==> config.mk <==
export PLATFORM = sky130hd
export DESIGN_NAME = lnkcfg_regbank
export DESIGN_NICKNAME = d
export VERILOG_FILES = /design/src/rtl/lnkcfg_pkg.sv /design/src/rtl/lnkcfg_param_file.sv /design/src/rtl/lnkcfg_lock_monitor.sv /design/src/rtl/lnkcfg_cal_shadow.sv /design/src/rtl/lnkcfg_regbank.sv
export SDC_FILE = /design/constraint.sdc
export NUM_CORES = 1
export LEC_CHECK = 0
export BUFFER_PORTS_ARGS = -buffer_cell sky130_fd_sc_hd__buf_2
export CORE_UTILIZATION = 40
export DETAILED_ROUTE_END_ITERATION = 8
export GPL_TIMING_DRIVEN = 0
export SLEW_MARGIN = 20
export SYNTH_ARGS = -nofsm -noshare
export SYNTH_HDL_FRONTEND = slang
export SYNTH_SLANG_ARGS = --single-unit
==> constraint.sdc <==
create_clock -name clk -period 5.2 [get_ports clk]
set_input_delay 1.04 -clock clk [delete_from_list [all_inputs] [get_ports clk]]
set_output_delay 1.04 -clock clk [all_outputs]
set_load 0.005 [all_outputs]
==> src/rtl/lnkcfg_pkg.sv <==
package lnkcfg_pkg;
  localparam int unsigned BYTE_W = 8;
  typedef logic [BYTE_W-1:0] byte_t;

  // Offsets of the control block, relative to the end of the parameter bytes
  localparam int unsigned OFS_CSUM    = 0;
  localparam int unsigned OFS_DONE    = 1;
  localparam int unsigned OFS_MONCLR  = 2;
  localparam int unsigned OFS_STATUS  = 3;
  localparam int unsigned OFS_SYNCEN  = 4;
  localparam int unsigned OFS_SYNCREQ = 5;
  localparam int unsigned OFS_MODE    = 6;
  localparam int unsigned OFS_POL     = 7;
  localparam int unsigned OFS_CAL     = 8;
endpackage

==> src/rtl/lnkcfg_param_file.sv <==
module lnkcfg_param_file #(
  parameter int unsigned NUM_PARAM = 12,
  parameter int unsigned DW        = 8,
  localparam int unsigned IW       = (NUM_PARAM > 1) ? $clog2(NUM_PARAM) : 1
) (
  input  logic                    clk,
  input  logic                    rst_n,
  input  logic                    wr_en,
  input  logic [IW-1:0]           wr_idx,
  input  logic [DW-1:0]           wr_data,
  output logic [NUM_PARAM*DW-1:0] param_flat,
  output logic [DW-1:0]           checksum
);
  logic [DW-1:0] param_q [NUM_PARAM];
  logic [DW-1:0] param_d [NUM_PARAM];
  logic          param_en [NUM_PARAM];

  for (genvar g = 0; g < NUM_PARAM; g++) begin : g_prm
    always_comb begin
      param_en[g] = wr_en && (wr_idx == IW'(g));
      param_d[g]  = wr_data;
    end

    always_ff @(posedge clk or negedge rst_n) begin
      if (!rst_n) begin
        param_q[g] <= '0;
      end else if (param_en[g]) begin
        param_q[g] <= param_d[g];
      end
    end

    assign param_flat[g*DW +: DW] = param_q[g];
  end

  // Modulo-2^DW sum; the carry out simply drops off
  always_comb begin
    checksum = '0;
    for (int i = 0; i < NUM_PARAM; i++) begin
      checksum = checksum + param_q[i];
    end
  end
endmodule

==> src/rtl/lnkcfg_lock_monitor.sv <==
module lnkcfg_lock_monitor (
  input  logic clk,
  input  logic rst_n,
  input  logic pll_locked_n,
  input  logic clr,
  output logic sticky
);
  logic sticky_q, sticky_d;

  // A loss seen in the clearing cycle survives the clear
  always_comb begin
    sticky_d = sticky_q;
    if (clr)          sticky_d = 1'b0;
    if (pll_locked_n) sticky_d = 1'b1;
  end

  always_ff @(posedge clk or negedge rst_n) begin
    if (!rst_n) sticky_q <= 1'b0;
    else        sticky_q <= sticky_d;
  end

  assign sticky = sticky_q;
endmodule

==> src/rtl/lnkcfg_cal_shadow.sv <==
module lnkcfg_cal_shadow #(
  parameter int unsigned NUM_CORES  = 2,
  parameter int unsigned CAL_FIELDS = 4,
  parameter int unsigned DW         = 8,
  localparam int unsigned SLOTS     = NUM_CORES * CAL_FIELDS,
  localparam int unsigned SW        = (SLOTS > 1) ? $clog2(SLOTS) : 1
) (
  input  logic                clk,
  input  logic                rst_n,
  input  logic                wr_en,
  input  logic [SW-1:0]       wr_idx,
  input  logic [DW-1:0]       wr_data,
  input  logic                apply,
  output logic [SLOTS*DW-1:0] shadow_flat,
  output logic [SLOTS*DW-1:0] active_flat
);
  for (genvar s = 0; s < SLOTS; s++) begin : g_slot
    logic [DW-1:0] shadow_q, shadow_d, active_q, active_d;
    logic          shadow_en;

    always_comb begin
      shadow_en = wr_en && (wr_idx == SW'(s));
      shadow_d  = wr_data;
      active_d  = shadow_q;
    end

    always_ff @(posedge clk or negedge rst_n) begin
      if (!rst_n) begin
        shadow_q <= '0;
      end else if (shadow_en) begin
        shadow_q <= shadow_d;
      end
    end

    always_ff @(posedge clk or negedge rst_n) begin
      if (!rst_n) begin
        active_q <= '0;
      end else if (apply) begin
        active_q <= active_d;
      end
    end

    assign shadow_flat[s*DW +: DW] = shadow_q;
    assign active_flat[s*DW +: DW] = active_q;
  end
endmodule

==> src/rtl/lnkcfg_regbank.sv <==
module lnkcfg_regbank
  import lnkcfg_pkg::*;
#(
  parameter int unsigned AW         = 8,
  parameter int unsigned DW         = 8,
  parameter int unsigned NUM_PARAM  = 12,
  parameter int unsigned NUM_LANES  = 3,
  parameter int unsigned NUM_CORES  = 2,
  parameter int unsigned CAL_FIELDS = 4,
  localparam int unsigned SLOTS     = NUM_CORES * CAL_FIELDS
) (
  input  logic                 clk,
  input  logic                 rst_n,
  input  logic                 bus_wr,
  input  logic [AW-1:0]        bus_addr,
  input  logic [DW-1:0]        bus_wdata,
  output logic [DW-1:0]        bus_rdata,
  input  logic                 pll_locked_n,
  input  logic                 params_unsupported,
  input  logic                 sync_pin_n,
  output logic                 sync_n_out,
  output logic                 cfg_done,
  output logic [NUM_LANES-1:0] lane_invert,
  output logic                 lane_sync_off,
  output logic                 pattern_max,
  output logic [SLOTS*DW-1:0]  cal_active
);
  localparam int unsigned IW = (NUM_PARAM > 1) ? $clog2(NUM_PARAM) : 1;
  localparam int unsigned SW = (SLOTS > 1) ? $clog2(SLOTS) : 1;

  localparam logic [AW-1:0] A_CSUM    = AW'(NUM_PARAM + OFS_CSUM);
  localparam logic [AW-1:0] A_DONE    = AW'(NUM_PARAM + OFS_DONE);
  localparam logic [AW-1:0] A_MONCLR  = AW'(NUM_PARAM + OFS_MONCLR);
  localparam logic [AW-1:0] A_STATUS  = AW'(NUM_PARAM + OFS_STATUS);
  localparam logic [AW-1:0] A_SYNCEN  = AW'(NUM_PARAM + OFS_SYNCEN);
  localparam logic [AW-1:0] A_SYNCREQ = AW'(NUM_PARAM + OFS_SYNCREQ);
  localparam logic [AW-1:0] A_MODE    = AW'(NUM_PARAM + OFS_MODE);
  localparam logic [AW-1:0] A_POL     = AW'(NUM_PARAM + OFS_POL);
  localparam logic [AW-1:0] A_CAL0    = AW'(NUM_PARAM + OFS_CAL);
  localparam logic [AW-1:0] A_APPLY   = AW'(NUM_PARAM + OFS_CAL + SLOTS);

  // ---------------- address decode ----------------
  logic prm_wr, cal_wr, done_wr, clr_wr;
  logic syncen_wr, syncreq_wr, mode_wr, pol_wr, apply_wr;
  logic [AW-1:0] cal_ofs;

  always_comb begin
    cal_ofs    = bus_addr - A_CAL0;
    prm_wr     = bus_wr && (bus_addr < AW'(NUM_PARAM));
    cal_wr     = bus_wr && (bus_addr >= A_CAL0) && (bus_addr < A_APPLY);
    done_wr    = bus_wr && (bus_addr == A_DONE)   && bus_wdata[0];
    clr_wr     = bus_wr && (bus_addr == A_MONCLR) && bus_wdata[0];
    syncen_wr  = bus_wr && (bus_addr == A_SYNCEN);
    syncreq_wr = bus_wr && (bus_addr == A_SYNCREQ);
    mode_wr    = bus_wr && (bus_addr == A_MODE);
    pol_wr     = bus_wr && (bus_addr == A_POL);
    apply_wr   = bus_wr && (bus_addr == A_APPLY);
  end

  // ---------------- sub-blocks ----------------
  logic [NUM_PARAM*DW-1:0] param_flat;
  logic [DW-1:0]           checksum;
  logic                    lock_sticky;
  logic [SLOTS*DW-1:0]     cal_shadow;

  lnkcfg_param_file #(.NUM_PARAM(NUM_PARAM), .DW(DW)) u_params (
    .clk        (clk),
    .rst_n      (rst_n),
    .wr_en      (prm_wr),
    .wr_idx     (IW'(bus_addr)),
    .wr_data    (bus_wdata),
    .param_flat (param_flat),
    .checksum   (checksum)
  );

  lnkcfg_lock_monitor u_lockmon (
    .clk          (clk),
    .rst_n        (rst_n),
    .pll_locked_n (pll_locked_n),
    .clr          (clr_wr),
    .sticky       (lock_sticky)
  );

  // ---------------- control registers ----------------
  logic                 sync_en_q, sync_en_d;
  logic                 sync_req_q, sync_req_d;
  logic [1:0]           mode_q, mode_d;
  logic [NUM_LANES-1:0] pol_q, pol_d;
  logic                 apply_q, apply_d;
  logic                 done_q, done_d;

  always_comb begin
    sync_en_d  = bus_wdata[0];
    sync_req_d = bus_wdata[0];
    mode_d     = bus_wdata[1:0];
    pol_d      = bus_wdata[NUM_LANES-1:0];
    apply_d    = bus_wdata[0];
    done_d     = done_wr;
  end

  always_ff @(posedge clk or negedge rst_n) begin
    if (!rst_n) sync_en_q <= 1'b0;
    else if (syncen_wr) sync_en_q <= sync_en_d;
  end

  always_ff @(posedge clk or negedge rst_n) begin
    if (!rst_n) sync_req_q <= 1'b0;
    else if (syncreq_wr) sync_req_q <= sync_req_d;
  end

  always_ff @(posedge clk or negedge rst_n) begin
    if (!rst_n) mode_q <= '0;
    else if (mode_wr) mode_q <= mode_d;
  end

  always_ff @(posedge clk or negedge rst_n) begin
    if (!rst_n) pol_q <= '0;
    else if (pol_wr) pol_q <= pol_d;
  end

  always_ff @(posedge clk or negedge rst_n) begin
    if (!rst_n) apply_q <= 1'b0;
    else if (apply_wr) apply_q <= apply_d;
  end

  always_ff @(posedge clk or negedge rst_n) begin
    if (!rst_n) done_q <= 1'b0;
    else        done_q <= done_d;
  end

  lnkcfg_cal_shadow #(.NUM_CORES(NUM_CORES), .CAL_FIELDS(CAL_FIELDS), .DW(DW)) u_cal (
    .clk         (clk),
    .rst_n       (rst_n),
    .wr_en       (cal_wr),
    .wr_idx      (SW'(cal_ofs)),
    .wr_data     (bus_wdata),
    .apply       (apply_q),
    .shadow_flat (cal_shadow),
    .active_flat (cal_active)
  );

  // ---------------- outputs ----------------
  assign sync_n_out    = sync_en_q ? ~sync_req_q : sync_pin_n;
  assign cfg_done      = done_q;
  assign lane_invert   = pol_q;
  assign lane_sync_off = mode_q[0];
  assign pattern_max   = mode_q[1];

  // ---------------- read mux ----------------
  always_comb begin
    bus_rdata = '0;
    for (int i = 0; i < NUM_PARAM; i++) begin
      if (bus_addr == AW'(i)) bus_rdata = param_flat[i*DW +: DW];
    end
    for (int s = 0; s < SLOTS; s++) begin
      if (bus_addr == A_CAL0 + AW'(s)) bus_rdata = cal_shadow[s*DW +: DW];
    end
    if (bus_addr == A_CSUM)    bus_rdata = checksum;
    if (bus_addr == A_STATUS)  bus_rdata = DW'({params_unsupported, pll_locked_n, lock_sticky});
    if (bus_addr == A_SYNCEN)  bus_rdata = DW'(sync_en_q);
    if (bus_addr == A_SYNCREQ) bus_rdata = DW'(sync_req_q);
    if (bus_addr == A_MODE)    bus_rdata = DW'(mode_q);
    if (bus_addr == A_POL)     bus_rdata = DW'(pol_q);
    if (bus_addr == A_APPLY)   bus_rdata = DW'(apply_q);
  end
endmodule

Word-level counts from Yosys, hierarchy flattened. Index checks and enable logic that the tools add are counted.

Flip-flop bits (word level): 234. Word-level logic and storage cells: 163.

Add/sub/neg operators: 12. Order comparisons: 3. Equality and inequality tests: 46. Mux-type cells: 30. Bitwise operators: 1. Reduce and logical (&&, ||, !) cells: 36.

Operators with widths (number): two-way mux 8 bit (27); == test 8 x 5 -> 1 bit (second input constant) (13); adder 8 bit (11); == test 8 x 4 -> 1 bit (second input constant) (8); == test 8 x 3 -> 1 bit (second input constant) (4); logical AND 1 bit (32); == test 4 x 3 -> 1 bit (second input constant) (4); == test 4 bit (second input constant) (4); == test 8 x 2 -> 1 bit (second input constant) (2); == test 3 bit (second input constant) (4); == test 4 x 2 -> 1 bit (second input constant) (2); == test 8 x 1 -> 1 bit (second input constant) (1); greater-or-equal comparator 8 x 5 -> 1 bit (second input constant) (1); logical NOT 8 bit (1); less-than comparator 8 x 4 -> 1 bit (second input constant) (1); less-than comparator 8 x 5 -> 1 bit (second input constant) (1); == test 3 x 2 -> 1 bit (second input constant) (2); == test 4 x 1 -> 1 bit (second input constant) (1); logical NOT 4 bit (1); == test 3 x 1 -> 1 bit (second input constant) (1); logical NOT 3 bit (1); two-way mux 1 bit (3); subtractor 3 bit (second input constant) (1); nonzero test 2 bit (1); NOT 1 bit (1).

Longest topological paths before layout.
Depth after elaboration: 28. Gate-level depth with buffers: 18.

Hierarchy. From an unflattened synthesis, not the netlist that was laid out.

Cells, all modules: 1022. Area total of the unflattened synthesis: 12857.3 sq um.

By module, submodules not included: lnkcfg_param_file (times used 1, cells an instance 421, area an instance 5601.6 sq um); lnkcfg_cal_shadow (times used 1, cells an instance 278, area an instance 4808.4 sq um); lnkcfg_regbank (times used 1, cells an instance 320, area an instance 2411.1 sq um); lnkcfg_lock_monitor (times used 1, cells an instance 3, area an instance 36.3 sq um).

Worst setup path after synthesis. No wires, ideal clock.

Path kind: flip-flop to output port. From: register u_params.param_q, in the netlist u_params.param_flat[50]. To: output bus_rdata[6]. Data arrival time: 4.347 ns. Slack: -0.187 ns. Stages on the path, launching flop included: 17. Buffers on the path: 0. Cell sequence: dfrtp_1 fa_1 inv_1 fa_1 inv_1 fa_1 fa_1 inv_1 fa_1 inv_1 ha_1 fa_1 a21o_1 a21oi_1 xnor2_1 o32ai_1 a21oi_1.

Cells in the longest elaborated chain, start to end: 13.

Ends and longest elaborated chain: start, declared (line lnkcfg_param_file.sv:14) `logic [DW-1:0] param_q [NUM_PARAM];`; start signal, assigned by index (line lnkcfg_param_file.sv:28) `param_q[g] <= param_d[g];`; adder 8 bit (6 in a row) (line lnkcfg_param_file.sv:39) `checksum = checksum + param_q[i];`; two-way mux 8 bit (line lnkcfg_regbank.sv:158) `if (bus_addr == A_CSUM) bus_rdata = checksum;`; two-way mux 8 bit (line lnkcfg_regbank.sv:159) `if (bus_addr == A_STATUS) bus_rdata = DW'({params_unsupported, pll_locked_n, lock_sticky});`; two-way mux 8 bit (line lnkcfg_regbank.sv:160) `if (bus_addr == A_SYNCEN) bus_rdata = DW'(sync_en_q);`; two-way mux 8 bit (line lnkcfg_regbank.sv:161) `if (bus_addr == A_SYNCREQ) bus_rdata = DW'(sync_req_q);`; two-way mux 8 bit (line lnkcfg_regbank.sv:162) `if (bus_addr == A_MODE) bus_rdata = DW'(mode_q);`; two-way mux 8 bit (line lnkcfg_regbank.sv:163) `if (bus_addr == A_POL) bus_rdata = DW'(pol_q);`; two-way mux 8 bit (line lnkcfg_regbank.sv:164) `if (bus_addr == A_APPLY) bus_rdata = DW'(apply_q);`; end, declared (line lnkcfg_regbank.sv:17) `output logic [DW-1:0] bus_rdata,`.

Every way passes these cells.

Worst setup path in the final report. Same ends and word-level chain as after synthesis.

==> results.sh <==
export IMPL_ios=101
export IMPL_worstSetupEndpointType="output port"
export IMPL_finalCritPeriodShare_pct=120
export IMPL_synth_top_flop_cell="dfrtp_1"
export IMPL_clkTransAtPathRegs_ns=0.06
export IMPL_path_class="flop to output port"
export IMPL_finalNetCount=1251
export IMPL_critPathSlowestCell="fa_1"
export IMPL_fp_dieW_um=182
export IMPL_dp_cells=1524
export IMPL_hpwl_mm=28.7
export IMPL_rows=65
export IMPL_wl_per_cell_um=24.4
export IMPL_n_antenna_cell=0
export IMPL_cp_common_cell="fa_1"
export IMPL_grt_start_max_net_pins=89
export IMPL_netlist_instances=1031
export IMPL_core_area_um2=31700
export IMPL_path_cells="fa_1 -> inv_2 -> fa_1 -> inv_1 -> fa_1 -> fa_1 -> inv_2 -> fa_1 -> inv_2 -> ha_4 -> fa_2 -> a21o_1 -> a21oi_4 -> xnor2_2 -> o32ai_2 -> a21oi_2 -> buf_2"
export IMPL_hp_class="input pin to asynchronous set/reset pin"
export IMPL_grt_overflow=0
export IMPL_viasPerCell=5.78
export IMPL_instances_no_fill=1578
export IMPL_fmaxAchievable_mhz=160
export IMPL_rsz0062_at_grt="yes"
export IMPL_worst_ep_arrival_time_ns=5.21
export IMPL_finalSetupViolCount=6
export IMPL_drive_gt1_share_pct=38.6
export IMPL_fin_crit_ns=6.25
export IMPL_start_kind="flop"
export IMPL_cp_depth=17
export IMPL_place_gp_congestion=0.946
export IMPL_synth_yosys_seq_area_share_pct=45.3
export IMPL_clock_insertion_delay_worst_skew_ns=0.54
export IMPL_ys_warn_count=0
export IMPL_drt_iter0_markers=755
export IMPL_portBuffers=89
export IMPL_final_hold_viol_count=0
export IMPL_maxSlewHeadroom_pct=34.2
export IMPL_routed_wl_mm=38.5
export IMPL_clock_sinks=234
export IMPL_crit_required_ns=4.16
export IMPL_synthArstFlopShare_pct=100
export IMPL_fin_ws_ns=-1.05
export IMPL_synth_common_cells="239 x mux2_2, 234 x dfrtp_1, 92 x inv_1"
export IMPL_p_leak_nw=7.35
export IMPL_synth_most_common_cell="mux2_2"
export IMPL_htreeDepth=1
export IMPL_critPathMaxStageDelay_ns=0.57
export IMPL_slew_viol_final=0
export IMPL_ys_types=71
export IMPL_path_buf_inv=5
export IMPL_cts_tree="built"
export IMPL_ys_seq_elements=234
export IMPL_vias=9119
export IMPL_die_area_um2=33000
export IMPL_syn_to_final_growth_pct=16.8
export IMPL_cts_buffers=26
export IMPL_tightest_slew_ns=0.980
export IMPL_synth_top_area_share_pct=45.3
export IMPL_initial_core_util_pct=40.8
export IMPL_postRouteAntennaNets=0
export IMPL_worstReg2RegStart="apply_q$_DFFE_PN0P_"
export IMPL_grt_pass1_wl_mm=58.8
export IMPL_chipHeight_um=182
export IMPL_fin_skew_ns=0.00493
export IMPL_maxCapViolCount=0
export IMPL_drc=0
export IMPL_grt_pass1_vias=9406
export IMPL_dp_slack_ns=-0.692
export IMPL_cp_top_family="adder cells"
export IMPL_avgSynthCellArea_um2=12.5
export IMPL_totalPowerFinal_mw=4.82
export IMPL_post_synth_top_area_cell="dfrtp_1"
export IMPL_critPathMaxFanout=3
export IMPL_pwr_density_cell_nw_per_um2=319
export IMPL_r2r_worst_path_cells=3
export IMPL_first_pass_iters=6
export IMPL_synth_edf_count=0
export IMPL_antenna_found_initial=0
export IMPL_clockBufferDepth=3
export IMPL_hold_slack_ns=0.480
export IMPL_status="complete, but fails checks"
export IMPL_ir_drop_uv=208
export IMPL_cp_startpoint="u_params.param_flat[50]$_DFFE_PN0P_"
export IMPL_violations="negative setup slack"
export IMPL_cts_root_buffer="clkbuf_16"
export IMPL_grtUsageTotal_pct=23.9
export IMPL_synth_nets=1126
export IMPL_synth_area_um2=12900
export IMPL_yosys_top_cells_area="dfrtp_1 45%, mux2_2 21%, fa_1 9.8%, inv_1 2.7%, mux4_2 1.7%"
[area by class of cell]
class                           instances  area, um2
Buffer                                 62        360
Clock buffer                           38        787
Clock inverter                         10        188
Fill cell                            2862      16600
Inverter                               92        345
Multi-Input combinational cell        643       6510
Sequential cell                       234       5860
Tap cell                              402        503
Timing Repair Buffer                   97        556
[layout by cell type (no fill, tap or decap), types with 9 or more instances in the layout]
cell and count:
mux2_2 239, inv_1 85, buf_2 101, o22ai_1 9
clkbuf_8 10, nand3_1 24, o21ai_0 27, nand2_1 38
clkbuf_1 36, nor2_1 32, mux2i_1 13, dfrtp_1 234
fa_1 62, a21oi_1 17, nor3_1 9, mux4_2 10
xnor2_1 20, clkbuf_16 27
[final timing paths]
path,endpoint,slack (ns)
min,u_params.param_flat[23]$_DFFE_PN0P_,0.48
max,bus_rdata[6],-1.05
max in group asynchronous,u_cal.g_slot[0].active_q[2]$_DFFE_PN0P_,3.87
min reg2reg,u_lockmon.sticky$_DFFE_PN0P_,0.49
min in group clk,u_lockmon.sticky$_DFFE_PN0P_,0.49
max reg2reg,u_cal.g_slot[5].active_q[6]$_DFFE_PN0P_,3.02
[logic make-up after synthesis]
family,Yosys count,synth area share (%)
adders and majority gates,73,10.7
xor gates and xnor gates,25,1.69
muxes,265,23.9
DFF,234,45.3
buffers and inverters,154,5.46
AOI/OAI and AO/OA,131,6.93
and+or+nand+nor,149,5.96
[flip-flops by register name (all words and copies together) (netlist names)]
signal	cells
apply_q	1
mode_q	2
u_params.param_flat	96
lane_invert	3
u_lockmon.sticky	1
u_cal.g_slot.active_q	64
sync_en_q	1
cfg_done	1
u_cal.g_slot.active_d	64
sync_req_q	1
[routing by layer]
metal | part of all wire (%) | track usage (%) | vias up
met1 | 42 | 33.5 | 4711
li1 | - | - | 3871
met3 | 8.7 | 4.25 | 99
met2 | 45 | 36.9 | 438
met4 | 4.1 | 9.25 | 0
met5 | 0 | 0 | -
[worst register-to-register path, delay by kind of cell, from the launching register on]
| family | cells | cell delay [ns] |
|---|---|---|
| muxes | 1 | 0.41 |
| buffers and inverters | 2 | 1.30 |
| DFF | 1 | 0.35 |
[power by group]
| part | switching (mW) | internal [mW] | leakage [nW] |
|---|---|---|---|
| clock network | 0.786 | 1.30 | 0.471 |
| registers | 0.0754 | 1.91 | 3.23 |
| logic | 0.425 | 0.324 | 3.65 |
| total | 1.29 | 3.53 | 7.35 |
[stage by stage]
stage / area [um2] / util [%] / TNS, ns
2_1_floorplan: 12900 / - / 0
3_3_place_gp: 13900 / 43.8 / -264.72
3_5_place_dp: 14000 / 44.0 / -2.07
4_1_cts: 15100 / 47.5 / -4.68
5_1_grt: 15100 / 47.6 / -5.62
6_report: 15100 / 47.6 / -4.74
[repair_timing]
action / 4_1_cts / 5_1_grt
endpoints found under the hold margin: 0 / 0
setup endpoints to repair: 7 / 7
gates resized for setup: 20 / 7
hold buffers: 0 / 0
buffers inserted: 6 / 0
pin swaps: 11 / 15
No activity file was read; power rests on OpenSTA's default activity.
